### src/rtl/nmu_pkg.sv
package nmu_pkg;
  localparam int unsigned LVL_W_DEF = 3;
  localparam int unsigned DEPTH_DEF = 8;

  typedef enum logic [1:0] {
    SRC_HOLD = 2'd0,
    SRC_POP  = 2'd1,
    SRC_ACC  = 2'd2,
    SRC_SW   = 2'd3
  } mask_src_e;
endpackage

### src/rtl/nmu_gate.sv
module nmu_gate #(
  parameter int unsigned LVL_W = 3
) (
  input  logic             req_valid_i,
  input  logic [LVL_W-1:0] req_level_i,
  input  logic             ret_i,
  input  logic [LVL_W-1:0] mask_i,
  output logic             acc_o,
  output logic [LVL_W-1:0] raised_o
);
  localparam logic [LVL_W-1:0] MAX_LVL = {LVL_W{1'b1}};

  assign acc_o    = req_valid_i && !ret_i && (req_level_i >= mask_i);
  // saturate instead of wrapping at the top level
  assign raised_o = (req_level_i == MAX_LVL) ? MAX_LVL : req_level_i + LVL_W'(1);
endmodule

### src/rtl/nmu_lifo.sv
module nmu_lifo #(
  parameter int unsigned W     = 3,
  parameter int unsigned DEPTH = 8
) (
  input  logic         clk_i,
  input  logic         rst_ni,
  input  logic         push_i,
  input  logic [W-1:0] push_data_i,
  input  logic         pop_i,
  output logic [W-1:0] top_o,
  output logic         empty_o,
  output logic         full_o
);
  localparam int unsigned CNT_W = $clog2(DEPTH + 1);

  logic [CNT_W-1:0] cnt_q;
  logic [W-1:0]     mem_q [DEPTH];

  assign empty_o = (cnt_q == '0);
  assign full_o  = (cnt_q == CNT_W'(DEPTH));

  always_ff @(posedge clk_i or negedge rst_ni) begin
    if (!rst_ni) begin
      cnt_q <= '0;
    end else if (push_i && !full_o) begin
      cnt_q <= cnt_q + CNT_W'(1);
    end else if (pop_i && !empty_o) begin
      cnt_q <= cnt_q - CNT_W'(1);
    end
  end

  for (genvar i = 0; i < DEPTH; i++) begin : g_ent
    always_ff @(posedge clk_i or negedge rst_ni) begin
      if (!rst_ni) begin
        mem_q[i] <= '0;
      end else if (push_i && !full_o && (cnt_q == CNT_W'(i))) begin
        mem_q[i] <= push_data_i;
      end
    end
  end

  always_comb begin
    top_o = '0;
    for (int i = 0; i < DEPTH; i++) begin
      if (cnt_q == CNT_W'(i + 1)) top_o = mem_q[i];
    end
  end
endmodule

### src/rtl/nest_mask_unit.sv
module nest_mask_unit
  import nmu_pkg::*;
#(
  parameter int unsigned LVL_W = LVL_W_DEF,
  parameter int unsigned DEPTH = DEPTH_DEF
) (
  input  logic             clk_i,
  input  logic             rst_ni,
  input  logic             req_valid_i,
  input  logic [LVL_W-1:0] req_level_i,
  input  logic             ret_i,
  input  logic             mask_we_i,
  input  logic [LVL_W-1:0] mask_wdata_i,
  output logic             accept_o,
  output logic [LVL_W-1:0] mask_o,
  output logic             ovf_err_o
);
  localparam logic [LVL_W-1:0] MASK_RST = {LVL_W{1'b1}};

  logic             acc;
  logic [LVL_W-1:0] raised;
  logic [LVL_W-1:0] top;
  logic             empty, full;
  logic             pop;
  logic [LVL_W-1:0] mask_q, mask_d;
  logic             acc_q, err_q;
  mask_src_e        src;

  nmu_gate #(.LVL_W(LVL_W)) u_gate (
    .req_valid_i (req_valid_i),
    .req_level_i (req_level_i),
    .ret_i       (ret_i),
    .mask_i      (mask_q),
    .acc_o       (acc),
    .raised_o    (raised)
  );

  assign pop = ret_i && !empty;

  nmu_lifo #(.W(LVL_W), .DEPTH(DEPTH)) u_lifo (
    .clk_i       (clk_i),
    .rst_ni      (rst_ni),
    .push_i      (acc),
    .push_data_i (mask_q),
    .pop_i       (pop),
    .top_o       (top),
    .empty_o     (empty),
    .full_o      (full)
  );

  // return beats acceptance beats software write
  always_comb begin
    if (ret_i)          src = pop ? SRC_POP : SRC_HOLD;
    else if (acc)       src = SRC_ACC;
    else if (mask_we_i) src = SRC_SW;
    else                src = SRC_HOLD;
  end

  always_comb begin
    unique case (src)
      SRC_POP: mask_d = top;
      SRC_ACC: mask_d = raised;
      SRC_SW:  mask_d = mask_wdata_i;
      default: mask_d = mask_q;
    endcase
  end

  always_ff @(posedge clk_i or negedge rst_ni) begin
    if (!rst_ni) begin
      mask_q <= MASK_RST;
      acc_q  <= 1'b0;
      err_q  <= 1'b0;
    end else begin
      mask_q <= mask_d;
      acc_q  <= acc;
      if (acc && full) err_q <= 1'b1;
    end
  end

  assign accept_o  = acc_q;
  assign mask_o    = mask_q;
  assign ovf_err_o = err_q;
endmodule

### config.mk
export PLATFORM = sky130hd
export DESIGN_NAME = nest_mask_unit
export DESIGN_NICKNAME = d
export VERILOG_FILES = /design/src/rtl/nmu_pkg.sv /design/src/rtl/nmu_gate.sv /design/src/rtl/nmu_lifo.sv /design/src/rtl/nest_mask_unit.sv
export SDC_FILE = /design/constraint.sdc
export NUM_CORES = 1
export LEC_CHECK = 0
export BUFFER_PORTS_ARGS = -buffer_cell sky130_fd_sc_hd__buf_2
export CAP_MARGIN = 40
export CELL_PAD_IN_SITES_DETAIL_PLACEMENT = 2
export CELL_PAD_IN_SITES_GLOBAL_PLACEMENT = 2
export CORE_MARGIN = 2
export CORE_UTILIZATION = 30
export CTS_BUF_LIST = sky130_fd_sc_hd__clkbuf_16
export DETAILED_ROUTE_END_ITERATION = 12
export GPL_TIMING_DRIVEN = 0
export PLACE_DENSITY_LB_ADDON = 0.1
export SYNTH_ARGS = -nofsm -noshare
export SYNTH_HDL_FRONTEND = slang
export SYNTH_SLANG_ARGS = --single-unit
### constraint.sdc
create_clock -name clk_i -period 2.3 [get_ports clk_i]
set_input_delay 0.23 -clock clk_i [delete_from_list [all_inputs] [get_ports clk_i]]
set_output_delay 0.23 -clock clk_i [all_outputs]
set_load 0.01 [all_outputs]
# Word-level counts from Yosys, hierarchy flattened
# Index checks and enable logic that the tools add are counted.
# Widths: inputs -> output; s select.
[totals]
reg_bits = 33
input_bits = 11
output_inout_bits = 5
word_cells = 64
[classes]
n_addsub = 3
order_cmp = 1
eq_ne = 12
n_mux = 16
reduce_logical = 20
[op_table]
columns = ["operator", "n"]
rows = [
  ["$mux 3", 9],
  ["$eq 4x3->1 const B", 4],
  ["$logic_and 1x1->1", 14],
  ["$pmux 3 s3", 1],
  ["$eq 4x2->1 const B", 2],
  ["$mux 4", 2],
  ["$mux 2", 3],
  ["$add 4x1->4 const B", 1],
  ["$eq 2x2->1 const B", 2],
  ["$eq 4x1->1 const B", 1],
  ["$eq 4x4->1 const B", 1],
  ["$logic_not 4->1", 1],
  ["$sub 4x1->4 const B", 1],
  ["$add 3x1->3 const B", 1],
  ["$eq 3x3->1 const B", 1],
  ["$ge 3x3->1", 1],
  ["$logic_not 1->1", 3],
  ["$reduce_bool 3->1", 1],
  ["$eq 2x1->1 const B", 1],
  ["$reduce_bool 2->1", 1],
  ["$mux 1", 1],
]

# Logic depth before layout (Yosys ltp)
[depth]
word_depth = 10
ltp_mapped = 8
ltp_nobuf = 7

# Modules after synthesis
# Synthesis repeated with hierarchy kept, for this count alone.
[hier_totals]
hier_cells = 187
area_unflattened_um2 = 1858.0
[modules_own_cells]
columns = ["module", "n_inst", "cells_per_inst", "area_each_um2", "seq_area_each_um2"]
rows = [
  ["nmu_lifo", 1, 146, 1486.4, 700.7],
  ["nest_mask_unit", 1, 25, 262.8, 128.9],
  ["nmu_gate", 1, 16, 108.9, 0.0],
]

# Least setup slack after synthesis
# Ideal clock, no wire load.
[synth_timing]
kind = "register to register"
startpoint = "register mask_q[0] (netlist: mask_o[0])"
endpoint = "register u_lifo.mem_q[19] (netlist bit)"
setup_ns = 0.125
arrival_time_ns = 2.024
t_required_ns = 2.175
setup_slack_ns = 0.151
stages_incl_launch_ff = 8
n_path_buf = 1
period_less_slack_ns = 2.149
cell_sequence = "dfstp_2 > ha_1 > nand2b_4 > a211oi_4 > nor3_2 > buf_4 > nand3_1 > mux2_2"
[synth_via]
elab_chain_len = 4
[synth_lines]
columns = ["item", "line", "rtl"]
rows = [
  ["start: declaration", "nest_mask_unit.sv:25", "logic [LVL_W-1:0] mask_q, mask_d;"],
  ["start signal: assignment", "nest_mask_unit.sv:74", "mask_q <= mask_d;"],
  ["$ge 3x3->1", "nmu_gate.sv:13", "assign acc_o = req_valid_i && !ret_i && (req_level_i >= mask_i);"],
  ["$logic_and 1x1->1", "nmu_gate.sv:13", ""],
  ["net acc", "nest_mask_unit.sv:20", "logic acc;"],
  ["$logic_and 1x1->1 (2 in a row)", "nmu_lifo.sv:36", "end else if (push_i && !full_o && (cnt_q == CNT_W'(i))) begin"],
  ["end signal: indexed assignment", "nmu_lifo.sv:37", "mem_q[i] <= push_data_i;"],
  ["end: declaration", "nmu_lifo.sv:17", "logic [W-1:0] mem_q [DEPTH];"],
]
# The timed path passes the listed nets, and every way through them passes these cells.
# A chain may end at the register's enable or synchronous reset.

# Final worst setup path
[layout_timing]
startpoint = "register u_lifo.cnt_q[0]"
endpoint = "register mask_q[2] (netlist: mask_o[2])"
[layout_via]
elab_chain_len = 10
word_cells_on_any_way = 26
classes_between = "11 x eq/ne; 11 x mux; 4 x reduce/logical"
[layout_lines]
columns = ["item", "line", "rtl"]
rows = [
  ["start: declaration", "nmu_lifo.sv:16", "logic [CNT_W-1:0] cnt_q;"],
  ["start signal: assignment", "nmu_lifo.sv:26", "cnt_q <= cnt_q + CNT_W'(1);"],
  ["start signal: assignment", "nmu_lifo.sv:28", "cnt_q <= cnt_q - CNT_W'(1);"],
  ["$eq 4x1->1", "nmu_lifo.sv:45", "if (cnt_q == CNT_W'(i + 1)) top_o = mem_q[i];"],
  ["$mux 3 (8 in a row)", "nmu_lifo.sv:45", ""],
  ["$pmux 3 s3", "nest_mask_unit.sv:60", "unique case (src)"],
]
# Parallel ways exist; a longest one is shown, timed or not.

==> results.sh <==
export IMPL_ys_seq_area_frac=0.449
export IMPL_grt_pass1_wl_mm=8.67
export IMPL_clock_root_buffer="clkbuf_16"
export IMPL_rows=28
export IMPL_synth_compound_area_frac=0.163
export IMPL_cp_data_arrival_time_ps=2390
export IMPL_end_kind="register"
export IMPL_num_nets_final=215
export IMPL_status="finished, final reports clean"
export IMPL_synth_top_area_frac=0.406
export IMPL_grt_overflow=0
export IMPL_clock_path_buffers=2
export IMPL_wl_per_cell_microns=18.8
export IMPL_maxSlewHeadroom=0.487
export IMPL_crit_required_ps=2500
export IMPL_grt_pass1_vias=1640
export IMPL_die_y_microns=82.5
export IMPL_synth_xor_area_share=0.00948
export IMPL_first_iter_violations=58
export IMPL_fmax_mhz=456
export IMPL_maxCapViolCount=0
export IMPL_antenna_cells=0
export IMPL_fillCellCount=648
export IMPL_clock_sinks=33
export IMPL_multi_input_area_sq_um=971
export IMPL_powerDensity_nw_per_um2=1340
export IMPL_synth_edff_count=0
export IMPL_yosys_area_share_simple=0.119
export IMPL_die_w_microns=82.5
export IMPL_ctsHoldBuffers=0
export IMPL_report_final_slew_viol_count=0
export IMPL_synth_top_cell_by_area="dfrtp_1"
export IMPL_drc=0
export IMPL_ios=16
export IMPL_htreeDepth=2
export IMPL_gp_congestion=0.718
export IMPL_grt_setup_unrepaired="true"
export IMPL_antenna_found_initial=0
export IMPL_cp_max_fo=10
export IMPL_initial_core_util=0.312
export IMPL_ff2ff_setup_slack_ps=110
export IMPL_final_hold_viol_count=0
export IMPL_max_vdd_ir_drop_uv=593
export IMPL_synth_fa_ha_area_frac=0.0542
export IMPL_worstSkewPairLatency_ps=280
export IMPL_synth_nets=189
export IMPL_ys_flop_type="dfrtp_1"
export IMPL_ys_types=41
export IMPL_drtAntennaViolNets=0
export IMPL_drive_above_1_share=0.345
export IMPL_synthArstFlopShare=1.00
export IMPL_drt_wl_total_mm=5.12
export IMPL_synthToLayoutAreaGrowth_pct=20.4
export IMPL_core_sq_um=5920
export IMPL_register_area_sq_um=831
export IMPL_cts_inserted_buffers=5
export IMPL_finalCritPeriodShare=0.953
export IMPL_grt_max_degree=34
export IMPL_synth_top_family_by_area="compound AO/OA/AOI/OAI gates"
export IMPL_finalSetupViolCount=0
export IMPL_syn_inst=170
export IMPL_cts_tree="built"
export IMPL_dp_worst_setup_slack_ps=-226
export IMPL_vias=1456
export IMPL_synth_area_leaders="dfrtp_1 41%, mux2_2 13%, ha_1 5.4%"
export IMPL_first_pass_iters=5
export IMPL_leakage_uw=0.00106
export IMPL_via_per_inst=5.35
export IMPL_synth_seq_cells=33
export IMPL_cp_start_kind="register"
export IMPL_min_path_type="input pin to asynchronous set/reset pin"
export IMPL_post_synth_cell_area_avg_sq_um=10.9
export IMPL_yosys_warnings=0
export IMPL_finalSetupTns_ps=0
export IMPL_grt_usage=0.175
export IMPL_finalWorstSetupSlack_ps=109
export IMPL_clock_skew_ps=5.51
export IMPL_clkSlewWorstSetupHoldPaths_ps=50
export IMPL_yosys_top_cells_count="30 x dfrtp_1, 22 x mux2_2, 11 x inv_1, 11 x nand2_1"
export IMPL_worst_pin_slew_ps=770
export IMPL_dp_hpwl_mm=3.85
export IMPL_syn_cell_area_sq_um=1850
export IMPL_die_area_sq_um=6800
export IMPL_numPortBuffers=15
export IMPL_yosysMostFrequentCell="dfrtp_1"
export IMPL_min_period_ps=2190
export IMPL_critPathKind="register to register"
export IMPL_synthMuxAreaShare=0.162
[routing by layer]
layer | share of wire | global-route usage
met1 | 0.47 | 0.223
met2 | 0.51 | 0.294
met3 | 0.015 | 0.0424
met4 | 0.0076 | 0.0500
met5 | 0 | 0
[critical path, cell delays in order (launching register included)]
cell and delay (ps):
dfrtp_2 420, inv_1 80, ha_1 260, clkbuf_1 260, a221oi_1 280, o21ai_1 110, or4b_1 520, a22oi_1 180
[cell usage in the layout (no fill, tap or decap), drive strengths merged, types with 3 or more instances in the layout]
| cell | synthesis | layout |
|---|---|---|
| clkbuf | 2 | 7 |
| nand3b | 4 | 4 |
| buf | 5 | 24 |
| nor2 | 3 | 3 |
| nand2b | 3 | 3 |
| inv | 12 | 12 |
| dfrtp | 30 | 30 |
| a21oi | 9 | 9 |
| a31oi | 3 | 3 |
| mux2 | 23 | 23 |
| ha | 8 | 8 |
| dfstp | 3 | 3 |
| nand3 | 9 | 9 |
| nand2 | 11 | 11 |
| a221oi | 3 | 3 |
| o21ai | 11 | 11 |
| mux2i | 4 | 4 |
[area by class of cell]
class,count,area share
multi-input cells,118,0.436
flip-flops and latches,33,0.373
clock buffers,5,0.0562
repair buffers,19,0.0472
well taps,75,0.0422
inverters,12,0.0202
plain buffers,7,0.0163
clock inverters,3,0.00787
[power breakdown]
part           switching, uW  total [uW]  leakage (uW)  internal [uW]
clock network            251         647     0.0000696            396
registers                182        1010      0.000419            827
logic                    748        1320      0.000570            570
total                   1180        2970       0.00106           1790
[through the flow]
step | total power [uW] | instance area, sq um | hold WS [ps] | util | std cells
final | 2970 | 2220 | 26.3 | 0.376 | 272
after CTS | 2990 | 2210 | 48.0 | 0.373 | 272
after global placement | 2210 | 2020 | 327 | 0.341 | 260
after detailed placement | 2260 | 2020 | 343 | 0.341 | 260
after global routing | 3220 | 2220 | 76.8 | 0.376 | 272
after floorplan | 1860 | 1850 | -65.6 | - | 170
[path summary, 6_finish.rpt]
path,from,end,depth (start not counted)
min reg2reg,ovf_err_o$_DFFE_PN0P_,ovf_err_o$_DFFE_PN0P_,1
max,u_lifo.cnt_q[0]$_DFFE_PN0P_,mask_o[2]$_DFFE_PN1P_,7
max in group asynchronous,rst_ni,u_lifo.cnt_q[0]$_DFFE_PN0P_,1
max reg2reg,u_lifo.cnt_q[0]$_DFFE_PN0P_,mask_o[2]$_DFFE_PN1P_,7
min,rst_ni,u_lifo.mem_q[11]$_DFFE_PN0P_,1
min in group clk_i,ret_i,mask_o[1]$_DFFE_PN1P_,3
[flip-flops by register name (all words and copies together) (netlist names)]
name and cells:
mask_o 3, ovf_err_o 1, accept_o 1, u_lifo.mem_q 24, u_lifo.cnt_q 4
[what timing repair did]
action,CTS,global route
buffers inserted,4,0
resized for setup,4,4
setup endpoints to repair,22,20
pin swaps,2,0
[logic make-up after synthesis]
group | Yosys count
xor+xnor | 2
fa+ha+maj | 8
flops | 33
mux | 27
buf+inv | 19
simple gates | 38
compound gates | 43
No activity file was read; power rests on OpenSTA's default activity.
